<file path="config.mk">
export PLATFORM = sky130hd
export DESIGN_NAME = regbank_decoder
export DESIGN_NICKNAME = d
export VERILOG_FILES = /design/src/rtl/regbank_pkg.sv /design/src/rtl/bank_addr_mux.sv /design/src/rtl/region_decode.sv /design/src/rtl/gpr_store.sv /design/src/rtl/regbank_decoder.sv
export SDC_FILE = /design/constraint.sdc
export NUM_CORES = 2
export LEC_CHECK = 0
export ABC_AREA = 1
export BUFFER_PORTS_ARGS = -buffer_cell sky130_fd_sc_hd__buf_2
export CORE_ASPECT_RATIO = 1.25
export CORE_UTILIZATION = 27
export DETAILED_ROUTE_END_ITERATION = 10
export SLEW_MARGIN = 20
export SYNTH_ARGS = -nofsm -noshare
export SYNTH_HDL_FRONTEND = slang
export SYNTH_SLANG_ARGS = --single-unit
</file>
<file path="constraint.sdc">
create_clock -name clk -period 5.5 [get_ports clk]
set_input_delay 1.1 -clock clk [delete_from_list [all_inputs] [get_ports clk]]
set_output_delay 1.1 -clock clk [all_outputs]
set_load 0.005 [all_outputs]
</file>
<file path="src/rtl/regbank_pkg.sv">
package regbank_pkg;
    localparam int DW      = 8;
    localparam int OFFW    = 7;
    localparam int BANKW   = 2;
    localparam int PAW     = OFFW + BANKW;
    localparam int GPR_N   = 368;
    localparam int GPRW    = $clog2(GPR_N);

    localparam logic [OFFW-1:0] OFF_IND    = 7'h00;
    localparam logic [OFFW-1:0] OFF_STAT   = 7'h03;
    localparam logic [OFFW-1:0] OFF_PTR    = 7'h04;
    localparam logic [OFFW-1:0] COMMON_LO  = 7'h70;
    localparam int              BIT_HIADR  = 7;
    localparam int              BIT_BANKHI = 6;
    localparam int              BIT_BANKLO = 5;

    typedef enum logic [2:0] {
        REG_NULL,
        REG_STAT,
        REG_PTR,
        REG_SFR,
        REG_GPR
    } region_e;

    typedef struct packed {
        region_e           kind;
        logic [GPRW-1:0]   gidx;
        logic [PAW-1:0]    phys;
    } decode_t;

    // first offset past the special-function window of a bank
    function automatic logic [OFFW-1:0] sfr_limit(input logic [BANKW-1:0] bank);
        return (bank < 2'd2) ? 7'h20 : 7'h10;
    endfunction

    // storage index of the first banked general-purpose byte
    function automatic logic [GPRW-1:0] gpr_base(input logic [BANKW-1:0] bank);
        case (bank)
            2'd0:    return 9'd0;
            2'd1:    return 9'd96;
            2'd2:    return 9'd176;
            default: return 9'd272;
        endcase
    endfunction

    function automatic decode_t classify(input logic [PAW-1:0] phys);
        decode_t          d;
        logic [BANKW-1:0] bank;
        logic [OFFW-1:0]  off;
        bank   = phys[PAW-1:OFFW];
        off    = phys[OFFW-1:0];
        d.phys = phys;
        d.gidx = '0;
        if (off == OFF_IND) begin
            d.kind = REG_NULL;
        end else if (off == OFF_STAT) begin
            d.kind = REG_STAT;
        end else if (off == OFF_PTR) begin
            d.kind = REG_PTR;
        end else if (off >= COMMON_LO) begin
            d.kind = REG_GPR;
            d.gidx = {2'b00, off} - 9'h020;
        end else if (off < sfr_limit(bank)) begin
            d.kind = REG_SFR;
        end else begin
            d.kind = REG_GPR;
            d.gidx = gpr_base(bank) + {2'b00, off} - {2'b00, sfr_limit(bank)};
        end
        return d;
    endfunction
endpackage

</file>
<file path="src/rtl/bank_addr_mux.sv">
module bank_addr_mux
    import regbank_pkg::*;
(
    input  logic [OFFW-1:0] offset,
    input  logic [DW-1:0]   status,
    input  logic [DW-1:0]   ptr,
    output logic [PAW-1:0]  phys
);
    always_comb begin
        if (offset == OFF_IND)
            phys = {status[BIT_HIADR], ptr};
        else
            phys = {status[BIT_BANKHI], status[BIT_BANKLO], offset};
    end
endmodule

</file>
<file path="src/rtl/region_decode.sv">
module region_decode
    import regbank_pkg::*;
(
    input  logic [PAW-1:0] phys,
    output decode_t        dec
);
    always_comb dec = classify(phys);
endmodule

</file>
<file path="src/rtl/gpr_store.sv">
module gpr_store #(
    parameter int DEPTH = 368,
    parameter int WIDTH = 8,
    localparam int IW   = $clog2(DEPTH)
) (
    input  logic             clk,
    input  logic             wen,
    input  logic [IW-1:0]    idx,
    input  logic [WIDTH-1:0] wdata,
    output logic [WIDTH-1:0] rdata
);
    logic [WIDTH-1:0] mem [DEPTH];

    always_ff @(posedge clk) begin
        if (wen)
            mem[idx] <= wdata;
    end

    assign rdata = mem[idx];
endmodule

</file>
<file path="src/rtl/regbank_decoder.sv">
module regbank_decoder
    import regbank_pkg::*;
(
    input  logic            clk,
    input  logic            rst,
    input  logic [6:0]      addr,
    input  logic            we,
    input  logic [7:0]      wdata,
    output logic [7:0]      rdata,
    output logic            sfr_sel,
    output logic [8:0]      sfr_addr,
    input  logic [7:0]      sfr_rdata,
    input  logic            sfr_ack
);
    logic [DW-1:0]  status_q;
    logic [DW-1:0]  ptr_q;
    logic [PAW-1:0] phys;
    decode_t        dec;
    logic [DW-1:0]  gpr_rd;
    logic           gpr_wen;

    bank_addr_mux u_mux (
        .offset (addr),
        .status (status_q),
        .ptr    (ptr_q),
        .phys   (phys)
    );

    region_decode u_dec (
        .phys (phys),
        .dec  (dec)
    );

    assign gpr_wen = we && (dec.kind == REG_GPR);

    gpr_store #(.DEPTH(GPR_N), .WIDTH(DW)) u_gpr (
        .clk   (clk),
        .wen   (gpr_wen),
        .idx   (dec.gidx),
        .wdata (wdata),
        .rdata (gpr_rd)
    );

    always_ff @(posedge clk) begin
        if (rst) begin
            status_q <= '0;
            ptr_q    <= '0;
        end else if (we) begin
            if (dec.kind == REG_STAT) status_q <= wdata;
            if (dec.kind == REG_PTR)  ptr_q    <= wdata;
        end
    end

    always_comb begin
        case (dec.kind)
            REG_STAT: rdata = status_q;
            REG_PTR:  rdata = ptr_q;
            REG_SFR:  rdata = sfr_ack ? sfr_rdata : '0;
            REG_GPR:  rdata = gpr_rd;
            default:  rdata = '0;
        endcase
    end

    assign sfr_sel  = (dec.kind == REG_SFR);
    assign sfr_addr = dec.phys;
endmodule

</file>
==> flow_summary.yaml <==
outcome:
  status: "finished, violations left"
  violations: "negative setup slack"
worst_setup_path:
  end_kind: "output port"
  cpLargestDelayFamily: "simple AND/OR/NAND/NOR gates"
  worst-setup-path-type: "input pin to output port"
  crit_required_ns: 4.40
  critPathBufInv: 10
  cpPeakStageDelay_ns: 0.26
  cp_common_cell: "buf_4"
  crit_fanout: 8
  critPathArrivalTime_ns: 5.10
  startpoint_type: "input pin"
  crit_slowest_cell: "nor2_4"
route:
  wl_um: 405000
  drtIter0Drc: 8589
  firstDrtPassIters: 6
  viasPerCell: 4.64
  drc: 0
  wire_per_inst_um: 21.7
  ant_nets: 0
  num_vias: 86800
sta:
  finalClockSkew_ns: 0.0556
  tns_ns: -5.10
  min_period_ns: 6.20
  fmax_mhz: 161
  setup_slack_ns: -0.697
  final-hold-violation-count: 0
  finalSetupViolations: 8
  slew_headroom: 0.363
  fin_crit_sh: 1.13
  rsz0062_at_grt: "true"
  final-max-slew-violation-count: 0
  worst_pin_slew_ns: 0.956
synthesis:
  ys_types: 45
  synthArstFlopShare: 0
  synth_top_area_frac: 0.705
  synth_cells: 11300
  synth_edf_count: 2944
  yosys.area.top_type: "edfxtp_1"
  yosys_warnings: 0
  synth_area_leaders: "edfxtp_1 71%, nand2_1 7.2%, nor2_1 4.9%, inv_1 3.9%, nand3b_1 3.2%"
  synth_fp_nets: 11300
  seq_area_frac_synth: 0.708
  avgSynthCellArea_um2: 11.1
  netlist_area_um2: 125000
  ys.flop_type: "edfxtp_1"
  yosys_register_bits: 2960
power_and_ir_drop:
  power_frac_seq: 0.505
  p_switching_mw: 12.1
  switching_share: 0.246
  intPower_mw: 37.1
  ir_drop_mv: 0.202
  p_leak_nw: 59.9
  comb_power_share: 0.109
  clkPwrFrac: 0.386
  powerDensity_nw_per_um2: 317
floorplan:
  start_util: 0.271
  dieArea_um2: 467000
  coreArea_um2: 462000
  rows: 279
  die_x_um: 611
  ioPinCount: 45
  die_h_um: 764
clocking:
  postCtsHoldBufs: 0
  clockBufferDepth: 4
  clk_pin_slew_ns: 0.06
  cts_tree: "built"
  clock-sinks: 2960
  insertion_delay_ns: 0.93
  cts_made_buffers: 275
  cts_root_buffer: "clkbuf_16"
  htreeDepth: 5
global_route:
  grt_pass1_wl_um: 581000
  grt-ovfl-total: 0
  antenna_found_initial: 5
  grt_max_degree: 127
  first_global_vias: 84100
  track_usage: 0.168
finish:
  fill_cells: 45500
  final_layout_size_suffix_gt1_frac: 0.176
  final_util: 0.335
  final_common_cell: "edfxtp_1"
  num-nets-final: 12300
  mostFrequentLayoutCells: "2944 x edfxtp_1, 2297 x nand2_1, 1473 x nor2_1"
  area_growth_syn_to_layout_pct: 23.7
job:
  max_cap_viol_count: 0
placement:
  io_buffers: 44
  place.gp.congestion: 0.933
  hpwlAfterDp_um: 255000
worst_hold_path:
  holdCritPathClass: "flop to flop"
[routing by layer]
metal	GRT usage	share of wire	up-vias
met5	0	0.000032	-
met4	0.0981	0.067	2
met3	0.0215	0.066	873
met2	0.298	0.50	3375
met1	0.194	0.37	42600
li1	-	-	40000
[state kept, by name, summed over array words and instances, names as in the netlist]
register	cells
ptr_q	8
u_gpr.mem	2944
status_q	8
[cell type report]
class	count	area [um2]	share of cell area
Clock buffer	326	7220	0.0466
Sequential cell	2960	88700	0.572
Multi-Input combinational cell	6347	30400	0.196
Timing Repair inverter	1	16.3	0.000105
Timing Repair Buffer	1402	14400	0.0931
Inverter	1318	5040	0.0325
Tap cell	6182	7730	0.0499
Clock inverter	159	1430	0.00919
Antenna cell	2	5.00	0.0000323
[repair_timing]
action / CTS / global route
setup endpoints to repair: 8 / 8
cloned: 24 / 4
setup buffers: 78 / 14
pin swaps: 150 / 78
gates resized for setup: 523 / 146
[path summary, 6_finish.rpt]
kind / startpoint / end / slack (ns) / depth (start not counted)
max reg2reg: ptr_q[2] / u_gpr.mem[225][7] / 1.00 / 20
min: status_q[3] / status_q[3] / 0.47 / 2
max: addr[4] / rdata[0] / -0.70 / 31
min reg2reg: status_q[3] / status_q[3] / 0.47 / 2
[cell usage after synthesis (2+ instances only)]
cell and n:
xnor2_1 3, buf_2 282, o21ai_1 275, edfxtp_1 2944
clkbuf_1 245, inv_2 12, nor2_2 6, and2_0 3
a21oi_1 43, buf_4 9, nand3b_1 528, a211oi_1 2
nor2_4 2, or2_2 53, nand2_1 2412, buf_1 92
ha_1 11, nand3_2 3, o22ai_1 20, buf_6 5
o21ai_0 741, nor2_1 1634, a21oi_2 5, xor2_1 2
and2_1 3, dfxtp_1 16, nand4_1 381, nand2_2 6
nand3_1 188, nand2_4 4, a22oi_1 8, or2_1 4
inv_1 1304
[worst min-delay path, cell delays in order, from the launching register on]
cell and delay [ns]:
dfxtp_1 0.31, nand2_1 0.06, a21oi_1 0.05
[metrics by stage]
stage	hold slack, ns	instance area (um2)	cells	setup WS [ns]	total power, mW
finish	0.467	155000	18700	-0.697	49.1
global route	0.505	155000	18700	-0.845	50.3
CTS	0.465	154000	18700	-0.671	49.2
detailed placement	0.457	143000	18100	-1.51	30.1
global placement	0.454	143000	18100	-1.57	30.0
floorplan	0.441	125000	11300	0.166	27.2
[power groups by stage]
| stage | sequential (mW) | combinational [mW] | clock [mW] |
|---|---|---|---|
| 3_3_place_gp | 25.3 | 4.73 | 0 |
| 3_5_place_dp | 25.3 | 4.73 | 0 |
| 4_1_cts | 24.8 | 5.22 | 19.2 |
| 6_report | 24.8 | 5.35 | 19.0 |
| 2_1_floorplan | 25.3 | 1.84 | 0 |
| 5_1_grt | 24.8 | 5.58 | 19.9 |
[kinds of logic (layout without fill, tap and decap cells)]
logic type,Yosys count,after routing,synth area share
xor gates and xnor gates,5,5,0.000349
other,0,2,0
and+or+nand+nor,5233,5233,0.184
DFF,2960,2960,0.708
buffers and inverters,1951,3206,0.0618
adders and majority gates,11,11,0.00110
AOI/OAI and AO/OA,1098,1098,0.0445
No activity file was read; power rests on OpenSTA's default activity.
